[src/rtl/branch_stack_pkg.sv]
package branch_stack_pkg;

  localparam int OPC_W = 8;
  localparam int CNT_W = 5;

  localparam logic [OPC_W-1:0] OPC_JUMP  = 8'hC3;
  localparam logic [OPC_W-1:0] OPC_CALL  = 8'hCD;
  localparam logic [OPC_W-1:0] OPC_RET   = 8'hC9;
  localparam logic [OPC_W-1:0] OPC_HLJMP = 8'hE9;

  localparam logic [CNT_W-1:0] COST_JUMP_TAKEN = 5'd10;
  localparam logic [CNT_W-1:0] COST_JUMP_SKIP  = 5'd7;
  localparam logic [CNT_W-1:0] COST_CALL_TAKEN = 5'd18;
  localparam logic [CNT_W-1:0] COST_CALL_SKIP  = 5'd9;
  localparam logic [CNT_W-1:0] COST_RET_UNCOND = 5'd10;
  localparam logic [CNT_W-1:0] COST_RET_TAKEN  = 5'd12;
  localparam logic [CNT_W-1:0] COST_RET_SKIP   = 5'd6;
  localparam logic [CNT_W-1:0] COST_RESTART    = 5'd12;
  localparam logic [CNT_W-1:0] COST_HLJMP      = 5'd6;

  typedef enum logic [2:0] {
    KIND_NONE, KIND_JUMP, KIND_CALL, KIND_RET, KIND_RESTART, KIND_HLJMP
  } opKind_t;

  // Strobes from control to datapath, one per datapath action
  typedef struct packed {
    logic capHl;    // latch hl as the pending target
    logic capVec;   // latch the restart vector as the pending target
    logic rdLo;     // fetch target low byte at pc, pc+1
    logic rdHi;     // fetch target high byte at pc, pc+1
    logic pushHi;   // write pc high byte at sp-1, sp-1
    logic pushLo;   // write pc low byte at sp-1, sp-1
    logic popLo;    // read low byte at sp, sp+1
    logic popHi;    // read high byte at sp, sp+1
    logic loadPc;   // pc <= pending target
  } seqStrobe_t;

  // Condition code evaluation: bit 0 selects the "set" sense
  function automatic logic condMet(input logic [2:0] code, input logic fz,
                                   input logic fc, input logic fp, input logic fs);
    logic sel;
    case (code[2:1])
      2'd0:    sel = fz;
      2'd1:    sel = fc;
      2'd2:    sel = fp;
      default: sel = fs;
    endcase
    return code[0] ? sel : ~sel;
  endfunction

endpackage

[src/rtl/branch_stack_ctrl.sv]
module branch_stack_ctrl
  import branch_stack_pkg::*;
(
  input  logic             clk,
  input  logic             rstN,
  input  logic             startValid,
  input  logic [OPC_W-1:0] opcode,
  input  logic             flagZero,
  input  logic             flagCarry,
  input  logic             flagParity,
  input  logic             flagSign,
  output seqStrobe_t       strobe,
  output logic             busy,
  output logic             done,
  output logic [CNT_W-1:0] cycleCost
);

  opKind_t          kindD, kindQ;
  logic             uncondD, takenD, takenQ, accept, lastCyc;
  logic [CNT_W-1:0] costD, costQ, cyc;

  // Opcode decode
  always_comb begin
    kindD   = KIND_NONE;
    uncondD = 1'b0;
    if (opcode == OPC_JUMP) begin
      kindD = KIND_JUMP; uncondD = 1'b1;
    end else if (opcode == OPC_CALL) begin
      kindD = KIND_CALL; uncondD = 1'b1;
    end else if (opcode == OPC_RET) begin
      kindD = KIND_RET; uncondD = 1'b1;
    end else if (opcode == OPC_HLJMP) begin
      kindD = KIND_HLJMP; uncondD = 1'b1;
    end else if (opcode[7:6] == 2'b11) begin
      case (opcode[2:0])
        3'b010:  kindD = KIND_JUMP;
        3'b100:  kindD = KIND_CALL;
        3'b000:  kindD = KIND_RET;
        3'b111:  begin kindD = KIND_RESTART; uncondD = 1'b1; end
        default: kindD = KIND_NONE;
      endcase
    end
  end

  assign takenD = uncondD | condMet(opcode[5:3], flagZero, flagCarry, flagParity, flagSign);

  always_comb begin
    case (kindD)
      KIND_JUMP:    costD = takenD ? COST_JUMP_TAKEN : COST_JUMP_SKIP;
      KIND_CALL:    costD = takenD ? COST_CALL_TAKEN : COST_CALL_SKIP;
      KIND_RET:     costD = uncondD ? COST_RET_UNCOND
                                    : (takenD ? COST_RET_TAKEN : COST_RET_SKIP);
      KIND_RESTART: costD = COST_RESTART;
      KIND_HLJMP:   costD = COST_HLJMP;
      default:      costD = '0;
    endcase
  end

  assign accept  = startValid && !busy && (kindD != KIND_NONE);
  assign lastCyc = busy && (cyc == costQ - 1'b1);

  always_ff @(posedge clk or negedge rstN) begin
    if (!rstN) begin
      busy   <= 1'b0;
      cyc    <= '0;
      costQ  <= '0;
      kindQ  <= KIND_NONE;
      takenQ <= 1'b0;
    end else if (accept) begin
      busy   <= 1'b1;
      cyc    <= '0;
      costQ  <= costD;
      kindQ  <= kindD;
      takenQ <= takenD;
    end else if (busy) begin
      if (lastCyc) busy <= 1'b0;
      else         cyc  <= cyc + 1'b1;
    end
  end

  // Fixed slot schedule inside the cost window
  always_comb begin
    strobe        = '0;
    strobe.capHl  = accept && (kindD == KIND_HLJMP);
    strobe.capVec = accept && (kindD == KIND_RESTART);
    if (busy) begin
      case (kindQ)
        KIND_JUMP: begin
          strobe.rdLo   = (cyc == 5'd0);
          strobe.rdHi   = (cyc == 5'd1);
          strobe.loadPc = lastCyc && takenQ;
        end
        KIND_CALL: begin
          strobe.rdLo   = (cyc == 5'd0);
          strobe.rdHi   = (cyc == 5'd1);
          strobe.pushHi = (cyc == 5'd2) && takenQ;
          strobe.pushLo = (cyc == 5'd3) && takenQ;
          strobe.loadPc = lastCyc && takenQ;
        end
        KIND_RET: begin
          strobe.popLo  = (cyc == 5'd0) && takenQ;
          strobe.popHi  = (cyc == 5'd1) && takenQ;
          strobe.loadPc = lastCyc && takenQ;
        end
        KIND_RESTART: begin
          strobe.pushHi = (cyc == 5'd0);
          strobe.pushLo = (cyc == 5'd1);
          strobe.loadPc = lastCyc;
        end
        KIND_HLJMP: strobe.loadPc = lastCyc;
        default: ;
      endcase
    end
  end

  assign done      = lastCyc;
  assign cycleCost = costQ;

endmodule

[src/rtl/branch_stack_dp.sv]
module branch_stack_dp
  import branch_stack_pkg::*;
#(
  parameter int          DATA_W   = 8,
  parameter int unsigned PC_RESET = 0,
  parameter int unsigned SP_RESET = 'hFF00,
  localparam int         ADDR_W   = 2 * DATA_W
)(
  input  logic              clk,
  input  logic              rstN,
  input  seqStrobe_t        strobe,
  input  logic [2:0]        vecSel,
  input  logic [ADDR_W-1:0] hl,
  input  logic [DATA_W-1:0] memRdata,
  output logic [ADDR_W-1:0] pc,
  output logic [ADDR_W-1:0] sp,
  output logic              memReq,
  output logic              memWe,
  output logic [ADDR_W-1:0] memAddr,
  output logic [DATA_W-1:0] memWdata
);

  logic [ADDR_W-1:0] target;
  logic              isRd, isPop, isPush;

  assign isRd   = strobe.rdLo  | strobe.rdHi;
  assign isPop  = strobe.popLo | strobe.popHi;
  assign isPush = strobe.pushHi | strobe.pushLo;

  always_ff @(posedge clk or negedge rstN) begin
    if (!rstN) begin
      pc     <= ADDR_W'(PC_RESET);
      sp     <= ADDR_W'(SP_RESET);
      target <= '0;
    end else begin
      if (strobe.capHl)  target <= hl;
      if (strobe.capVec) target <= {{(ADDR_W-6){1'b0}}, vecSel, 3'b000};
      if (strobe.rdLo | strobe.popLo) target[DATA_W-1:0]      <= memRdata;
      if (strobe.rdHi | strobe.popHi) target[ADDR_W-1:DATA_W] <= memRdata;
      if (isRd)   pc <= pc + 1'b1;
      if (isPop)  sp <= sp + 1'b1;
      if (isPush) sp <= sp - 1'b1;
      if (strobe.loadPc) pc <= target;
    end
  end

  assign memReq   = isRd | isPop | isPush;
  assign memWe    = isPush;
  assign memAddr  = isRd ? pc : (isPop ? sp : sp - 1'b1);
  assign memWdata = strobe.pushHi ? pc[ADDR_W-1:DATA_W] : pc[DATA_W-1:0];

endmodule

[src/rtl/branch_stack_seq.sv]
module branch_stack_seq
  import branch_stack_pkg::*;
#(
  parameter int          DATA_W   = 8,
  parameter int unsigned PC_RESET = 0,
  parameter int unsigned SP_RESET = 'hFF00,
  localparam int         ADDR_W   = 2 * DATA_W
)(
  input  logic              clk,
  input  logic              rstN,
  input  logic              startValid,
  input  logic [OPC_W-1:0]  opcode,
  input  logic              flagZero,
  input  logic              flagCarry,
  input  logic              flagParity,
  input  logic              flagSign,
  input  logic [ADDR_W-1:0] hl,
  output logic              busy,
  output logic              done,
  output logic [CNT_W-1:0]  cycleCost,
  output logic [ADDR_W-1:0] pc,
  output logic [ADDR_W-1:0] sp,
  output logic              memReq,
  output logic              memWe,
  output logic [ADDR_W-1:0] memAddr,
  output logic [DATA_W-1:0] memWdata,
  input  logic [DATA_W-1:0] memRdata
);

  seqStrobe_t strobe;

  branch_stack_ctrl u_ctrl (
    .clk(clk), .rstN(rstN), .startValid(startValid), .opcode(opcode),
    .flagZero(flagZero), .flagCarry(flagCarry), .flagParity(flagParity),
    .flagSign(flagSign), .strobe(strobe), .busy(busy), .done(done),
    .cycleCost(cycleCost)
  );

  branch_stack_dp #(.DATA_W(DATA_W), .PC_RESET(PC_RESET), .SP_RESET(SP_RESET)) u_dp (
    .clk(clk), .rstN(rstN), .strobe(strobe), .vecSel(opcode[5:3]), .hl(hl),
    .memRdata(memRdata), .pc(pc), .sp(sp), .memReq(memReq), .memWe(memWe),
    .memAddr(memAddr), .memWdata(memWdata)
  );

endmodule

[config.mk]
export PLATFORM = sky130hd
export DESIGN_NAME = branch_stack_seq
export DESIGN_NICKNAME = d
export VERILOG_FILES = /design/src/rtl/branch_stack_pkg.sv /design/src/rtl/branch_stack_ctrl.sv /design/src/rtl/branch_stack_dp.sv /design/src/rtl/branch_stack_seq.sv
export SDC_FILE = /design/constraint.sdc
export NUM_CORES = 1
export LEC_CHECK = 0
export CORE_AREA = 2 2 114 94
export DETAILED_ROUTE_END_ITERATION = 8
export DIE_AREA = 0 0 116 96
export HOLD_SLACK_MARGIN = 0.05
export PLACE_DENSITY = 0.72
export SETUP_SLACK_MARGIN = 0.5
export SYNTH_ARGS = -nofsm -noshare
export SYNTH_HDL_FRONTEND = slang
export SYNTH_SLANG_ARGS = --single-unit
[constraint.sdc]
create_clock -name clk -period 3.6 [get_ports clk]
set_clock_uncertainty 0.1 [all_clocks]
set_input_delay 0.72 -clock clk [delete_from_list [all_inputs] [get_ports clk]]
set_output_delay 0.72 -clock clk [all_outputs]
set_load 0.03 [all_outputs]
==> flow_metrics.env, run 1 <==
export IMPL_htree_levels=3
export IMPL_worst_pin_slew_ps=731
export IMPL_drt_iter0_drc=328
export IMPL_synth_seq_area_share_pct=35.9
export IMPL_finish_utilization_pct=63.6
export IMPL_clk_root_buffer_cell="sky130_fd_sc_hd__clkbuf_16"
export IMPL_numClockSinks=63
export IMPL_max_freq_ghz=0.317
export IMPL_synth_most_common_cell="sky130_fd_sc_hd__dfrtp_1"
export IMPL_worst_r2r_cell_count=9
export IMPL_critPathTopFamily="simple AND/OR/NAND/NOR gates"
export IMPL_synth_top_cells_by_count="55 x sky130_fd_sc_hd__dfrtp_1, 38 x sky130_fd_sc_hd__xnor2_1, 29 x sky130_fd_sc_hd__nand2_1"
export IMPL_dominantRegCellSynth="sky130_fd_sc_hd__dfrtp_1"
export IMPL_synth_seq_cells=63
export IMPL_antennaDiodeCount=0
export IMPL_sequentialPowerShare_pct=27.1
export IMPL_cts_hold_repair_buffers=0
export IMPL_synth_top_cells_by_area="sky130_fd_sc_hd__dfrtp_1 31%, sky130_fd_sc_hd__xnor2_1 7.5%, sky130_fd_sc_hd__dfstp_2 4.8%"
export IMPL_power_leakage_uw=0.00269
export IMPL_starting_density_of_the_core_pct=44.2
export IMPL_setup_crit_start_kind="flop"
export IMPL_synth_simple_gate_area_share_pct=23.4
export IMPL_path_clk_slew_ps=60
export IMPL_worst_r2r_startpoint="u_ctrl.cycleCost[0]"
export IMPL_antenna_found_initial=0
export IMPL_vias=4363
export IMPL_drc=0
export IMPL_crit_path_max_incr_delay_ps=590
export IMPL_synthArstFlopShare_pct=100
export IMPL_cts_buffers_inserted=9
export IMPL_r2r_end="u_dp.pc[5]"
export IMPL_detail_route_first_pass_iterations=6
export IMPL_wire_length_of_the_first_global_routing_pass_um=20800
export IMPL_die_area_um2=11100
export IMPL_dp_hpwl_um=9580
export IMPL_finalCritPeriodShare_pct=87.7
export IMPL_synthDominantAreaCellType="sky130_fd_sc_hd__dfrtp_1"
export IMPL_ctsLongestPathBuffers=2
export IMPL_layout_area_overhead_pct=43.7
export IMPL_core_rowCount=33
export IMPL_internal_power_uw=2510
export IMPL_global_route_overflow_total=0
export IMPL_clock_latency_ps=340
export IMPL_p_comb_share_pct=54.3
export IMPL_worst_path_max_fanout=8
export IMPL_setup_viol=0
export IMPL_worst_endpoint_arrival_ps=2340
export IMPL_grt_overall_usage_pct=24.0
export IMPL_routedWlPerCell_um=18.4
export IMPL_synth_adder_area_share_pct=2.26
export IMPL_critical_path_endpoint="memAddr[3]"
export IMPL_hold_class="in2async"
export IMPL_cts_tree="yes"
export IMPL_num_ports=104
export IMPL_fraction_of_the_mapped_netlist_area_in_compound_gates_pct=14.2
export IMPL_post_route_cells_drive_above_1_share_pct=28.2
export IMPL_max_vdd_ir_drop_mv=0.472
export IMPL_routabilityCongestion=0.910
export IMPL_slowest_stage="sky130_fd_sc_hd__or4_4"
export IMPL_final_min_clock_period_ps=3160
export IMPL_cp_buffers_inverters=2
export IMPL_netlist_area_um2=4420
export IMPL_timing_final_max_slew_violations=0
export IMPL_yosys_mux_area_fraction_pct=9.14
export IMPL_setup_worst_path_end_class="output pin"
export IMPL_hold_viol=0
export IMPL_synthDominantCellAreaShare_pct=31.1
export IMPL_setup_tns_final_ps=0
export IMPL_nNetsFinal=653
export IMPL_slew_headroom_pct=50.9
export IMPL_run_status="complete, no violations"
export IMPL_synth_fp_nets=520
export IMPL_syn_mean_instance_area_um2=9.35
export IMPL_yosys_cell_types_count=63
export IMPL_largest_net_degree_at_the_start_of_global_routing=34
export IMPL_routed_wl_um=13800
export IMPL_setup_repair_after_global_routing_missed_its_margin="yes"
export IMPL_worst_path_stages=7
export IMPL_power_density_nw_per_um2=704
export IMPL_synth_top_family_by_area="simple AND/OR/NAND/NOR gates"
export IMPL_timing_critical_path_from="u_ctrl.kindQ[0]"
export IMPL_path_class="reg2out"
export IMPL_critical_path_cell_chain="nand3_1 > or4_4 > buf_8 > nand2_2 > xor2_1 > o21ai_1 > buf_4"
export IMPL_synth_edff_count=0
export IMPL_via_count_of_the_first_global_routing_pass=4077
export IMPL_ff2ff_setup_slack_ps=910
export IMPL_die_x_um=116
export IMPL_io_buffers=103
export IMPL_die_h_um=96
export IMPL_power_switching_uw=1960
export IMPL_worstPathRequired_ps=2780
export IMPL_synthXorXnorAreaFrac_pct=10.5
export IMPL_core_area_um2=9990
export IMPL_route_antenna_remaining_nets=0
export IMPL_pwr_share_clk_pct=18.6
export IMPL_switching_share_pct=43.9
export IMPL_avgViaCountPerCell=5.81
export IMPL_cap_viol_max_count=0
export IMPL_synth_cells=473
export IMPL_yosys_warnings=0
==> cell type report <==
class | count | area [um^2]
Multi-Input combinational cell | 365 | 2870
Timing Repair Buffer | 152 | 1380
Tap cell | 140 | 175
Clock inverter | 7 | 55.1
Inverter | 15 | 56.3
Sequential cell | 63 | 1590
Fill cell | 827 | 3640
Clock buffer | 9 | 225
==> worst min path at each step <==
stage             endpoint  slack, ps  cells past startpoint      startpoint
6_report        u_dp.pc[9]        330                      1            rstN
2_1_floorplan  u_ctrl.busy        320                      0            rstN
3_3_place_gp    u_dp.pc[7]        390                      1  u_dp.target[7]
4_1_cts         u_dp.pc[9]        340                      1            rstN
5_1_grt        u_dp.pc[15]        370                      1            rstN
3_5_place_dp    u_dp.pc[0]        380                      1  u_dp.target[0]
==> power groups by stage <==
stage / clock, uW / sequential [uW] / combinational, uW
floorplan: 0 / 1310 / 1200
global placement: 0 / 1230 / 1980
detailed placement: 0 / 1230 / 2010
CTS: 833 / 1210 / 2180
global route: 869 / 1240 / 2580
finish: 830 / 1210 / 2430
==> layout by cell type, fill, tap and decap left out, types with 11 or more instances in the layout <==
cell and count:
sky130_fd_sc_hd__clkdlybuf4s50_1 75, sky130_fd_sc_hd__dfrtp_1 51, sky130_fd_sc_hd__buf_4 49, sky130_fd_sc_hd__xnor2_1 37, sky130_fd_sc_hd__nand2_1 25, sky130_fd_sc_hd__nor2_1 23, sky130_fd_sc_hd__and3_1 19, sky130_fd_sc_hd__a221o_1 16
sky130_fd_sc_hd__nor3_1 15, sky130_fd_sc_hd__nand3_1 15, sky130_fd_sc_hd__xor2_1 14, sky130_fd_sc_hd__nand4_1 14, sky130_fd_sc_hd__inv_1 13, sky130_fd_sc_hd__mux2_1 13, sky130_fd_sc_hd__buf_6 13, sky130_fd_sc_hd__mux2_2 12
sky130_fd_sc_hd__o21ai_2 11
==> per-layer routing <==
metal	vias up	global-route usage, %	part of all wire (%)
li1	2018	-	-
met1	2137	32.5	45
met2	182	38.6	47
met3	26	5.73	6.2
met4	0	6.75	1.9
met5	-	0	0
==> state kept, by name (all words and copies together) (netlist names) <==
| name | count |
|---|---|
| u_ctrl.kindQ | 3 |
| u_ctrl.busy | 1 |
| u_ctrl.cyc | 5 |
| u_dp.pc | 16 |
| u_dp.sp | 16 |
| u_ctrl.takenQ | 1 |
| u_dp.target | 16 |
| u_ctrl.cycleCost | 5 |
==> cell families (layout without fill, tap and decap cells) <==
| kind of cell | count (synthesis) | in the layout |
|---|---|---|
| DFF | 63 | 63 |
| and+or+nand+nor | 180 | 180 |
| adders and majority gates | 8 | 8 |
| buffers and inverters | 45 | 183 |
| AOI/OAI and AO/OA | 88 | 88 |
| xor gates and xnor gates | 53 | 53 |
| muxes | 36 | 36 |
==> stage by stage <==
step / hold WS (ps) / area (um^2) / cells / setup slack, ps / total power (uW)
after detailed placement: 385 / 5650 / 709 / 190 / 3250
after global routing: 375 / 6350 / 751 / 374 / 4690
final: 327 / 6350 / 751 / 444 / 4470
after floorplan: 324 / 4460 / 473 / 433 / 2500
after CTS: 340 / 6110 / 737 / 446 / 4220
after global placement: 392 / 5650 / 709 / 260 / 3210
==> repair_timing <==
item / CTS / global route
buffers inserted: 12 / 13
gates resized for setup: 49 / 70
setup endpoints to repair: 26 / 25
endpoints found under the hold margin: 0 / 0
cloned: 0 / 1
pin swaps: 6 / 22
No activity file was read; power rests on OpenSTA's default activity.
==> run 2: changes to the inputs <==
--- a/config.mk
+++ b/config.mk
@@ -5,9 +5,9 @@
 export SDC_FILE = /design/constraint.sdc
 export NUM_CORES = 1
 export LEC_CHECK = 0
-export CORE_AREA = 2 2 114 94
+export CORE_AREA = 2 2 122 88
 export DETAILED_ROUTE_END_ITERATION = 8
-export DIE_AREA = 0 0 116 96
+export DIE_AREA = 0 0 124 90
 export HOLD_SLACK_MARGIN = 0.05
 export PLACE_DENSITY = 0.72
 export SETUP_SLACK_MARGIN = 0.5
==> flow_metrics.env, run 2 (synthesis results as in run 1) <==
export IMPL_path_class="reg2out"
export IMPL_avgViaCountPerCell=5.96
export IMPL_setup_tns_final_ps=0
export IMPL_setup_worst_path_end_class="output pin"
export IMPL_multi_input_area_um2=2880
export IMPL_hold_viol=0
export IMPL_vias=4427
export IMPL_global_route_overflow_total=0
export IMPL_layout_area_overhead_pct=45.0
export IMPL_die_area_um2=11200
export IMPL_run_status="complete, no violations"
export IMPL_power_density_nw_per_um2=723
export IMPL_wire_length_of_the_first_global_routing_pass_um=22200
export IMPL_slew_headroom_pct=45.9
export IMPL_detail_route_first_pass_iterations=5
export IMPL_htree_levels=3
export IMPL_ff2ff_setup_slack_ps=710
export IMPL_clk_root_buffer_cell="sky130_fd_sc_hd__clkbuf_16"
export IMPL_final_min_clock_period_ps=3210
export IMPL_worst_pin_slew_ps=812
export IMPL_cts_buffers_inserted=9
export IMPL_num_ports=104
export IMPL_die_x_um=124
export IMPL_dp_hpwl_um=9900
export IMPL_max_vdd_ir_drop_mv=0.333
export IMPL_core_area_um2=10100
export IMPL_largest_net_degree_at_the_start_of_global_routing=64
export IMPL_setup_crit_start_kind="flop"
export IMPL_r2r_end="u_dp.pc[5]"
export IMPL_drc=0
export IMPL_worst_path_max_fanout=3
export IMPL_antenna_found_initial=0
export IMPL_nNetsFinal=653
export IMPL_power_leakage_uw=0.00269
export IMPL_finalCritPeriodShare_pct=89.1
export IMPL_cts_tree="yes"
export IMPL_mostFrequentLayoutCell="sky130_fd_sc_hd__clkdlybuf4s50_1"
export IMPL_numClockSinks=63
export IMPL_post_route_cells_drive_above_1_share_pct=28.2
export IMPL_die_h_um=90
export IMPL_hold_class="reg2reg"
export IMPL_timing_hold_worst_start="u_dp.target[8]"
export IMPL_fill_cells=800
export IMPL_max_freq_ghz=0.312
export IMPL_worst_endpoint_arrival_ps=2390
export IMPL_finish_instance_area_um2=6410
export IMPL_setup_repair_after_global_routing_missed_its_margin="yes"
export IMPL_routabilityCongestion=0.900
export IMPL_path_clk_slew_ps=60
export IMPL_drt_iter0_drc=384
export IMPL_ctsLongestPathBuffers=2
export IMPL_clock_latency_ps=340
export IMPL_seq_cell_area_um2=1590
export IMPL_core_rowCount=31
export IMPL_routedWlPerCell_um=19.2
export IMPL_starting_density_of_the_core_pct=43.8
export IMPL_worstPathRequired_ps=2780
export IMPL_timing_final_max_slew_violations=0
export IMPL_antennaDiodeCount=0
export IMPL_cap_viol_max_count=0
export IMPL_grt_overall_usage_pct=25.7
export IMPL_via_count_of_the_first_global_routing_pass=4201
export IMPL_worst_r2r_startpoint="u_ctrl.cycleCost[0]"
export IMPL_worst_hold_path_endpoint="u_dp.pc[8]"
export IMPL_min_delay_path_depth=1
export IMPL_largestRegisters="u_dp.pc x16, u_dp.sp x16, u_dp.target x16"
export IMPL_layout_cells_most_common_list="75 x sky130_fd_sc_hd__clkdlybuf4s50_1, 49 x sky130_fd_sc_hd__dfrtp_1, 48 x sky130_fd_sc_hd__buf_4"
export IMPL_worst_r2r_cell_count=6
export IMPL_setup_viol=0
export IMPL_route_antenna_remaining_nets=0
export IMPL_routed_wl_um=14200
export IMPL_placed_cell_area_um2=5610
export IMPL_io_buffers=103
-- run 2: worst max-delay path by stage --
stage                        startpoint           to  depth (start not counted)
after floorplan           u_ctrl.cyc[2]   memAddr[6]                          8
after global placement    u_ctrl.cyc[0]   memAddr[1]                          8
final                        u_dp.sp[9]  memAddr[15]                          6
after CTS                    u_dp.sp[9]  memAddr[15]                          6
after detailed placement  u_ctrl.cyc[0]   memAddr[1]                          8
after global routing      u_ctrl.cyc[2]   memAddr[7]                          9
-- run 2: layout make-up --
cell class,instances,share of cell area (%)
multi-input cells,365,44.9
repair buffers,152,21.7
clock inverters,7,1.52
clock buffers,9,3.51
inverters,15,0.878
flip-flops and latches,63,24.9
well taps,132,2.58
-- run 2: through the flow --
stage                     utilization [%]  worst slack [ps]  total power [uW]  cells  hold slack [ps]
after floorplan                         -               433              2500    473              324
after CTS                            62.3               412              4500    735              400
final                                63.6               392              4640    743              404
after detailed placement             55.6               236              3260    698              389
after global placement               55.6               298              3200    698              392
after global routing                 63.6               329              4850    743              419
-- run 2: critical path, stage by stage, from the launching register on --
cell	delay (ps)
sky130_fd_sc_hd__dfstp_2	380
sky130_fd_sc_hd__or4_4	540
sky130_fd_sc_hd__or3_4	370
sky130_fd_sc_hd__nor4b_4	300
sky130_fd_sc_hd__xnor2_2	160
sky130_fd_sc_hd__o21ai_2	160
sky130_fd_sc_hd__buf_6	150
-- run 2: power by group --
part	switching (uW)	internal, uW
combinational	1330	1120
clock	335	606
sequential	307	932
-- run 2: layer usage --
layer / vias up / global-route usage (%) / share of wire [%]
li1: 2023 / - / -
met1: 2143 / 35.1 / 44
met2: 227 / 39.6 / 45
met3: 34 / 6.79 / 9.0
met4: 0 / 7.87 / 2.3
met5: - / 0 / 0
-- run 2: what timing repair did --
action	in CTS	in global routing
pin swaps	15	24
cloned	1	0
setup buffers	20	8
resized for setup	70	47
endpoints found under the setup margin	27	27
hold buffers	0	0
==> run 3: changes to the inputs <==
--- a/config.mk
+++ b/config.mk
@@ -8,6 +8,7 @@
 export CORE_AREA = 2 2 122 88
 export DETAILED_ROUTE_END_ITERATION = 8
 export DIE_AREA = 0 0 124 90
+export GPL_ROUTABILITY_DRIVEN = 0
 export HOLD_SLACK_MARGIN = 0.05
 export PLACE_DENSITY = 0.72
 export SETUP_SLACK_MARGIN = 0.5
==> results of run 3 <==
The final DEF is identical to that of run 2; final timing and power are the same.
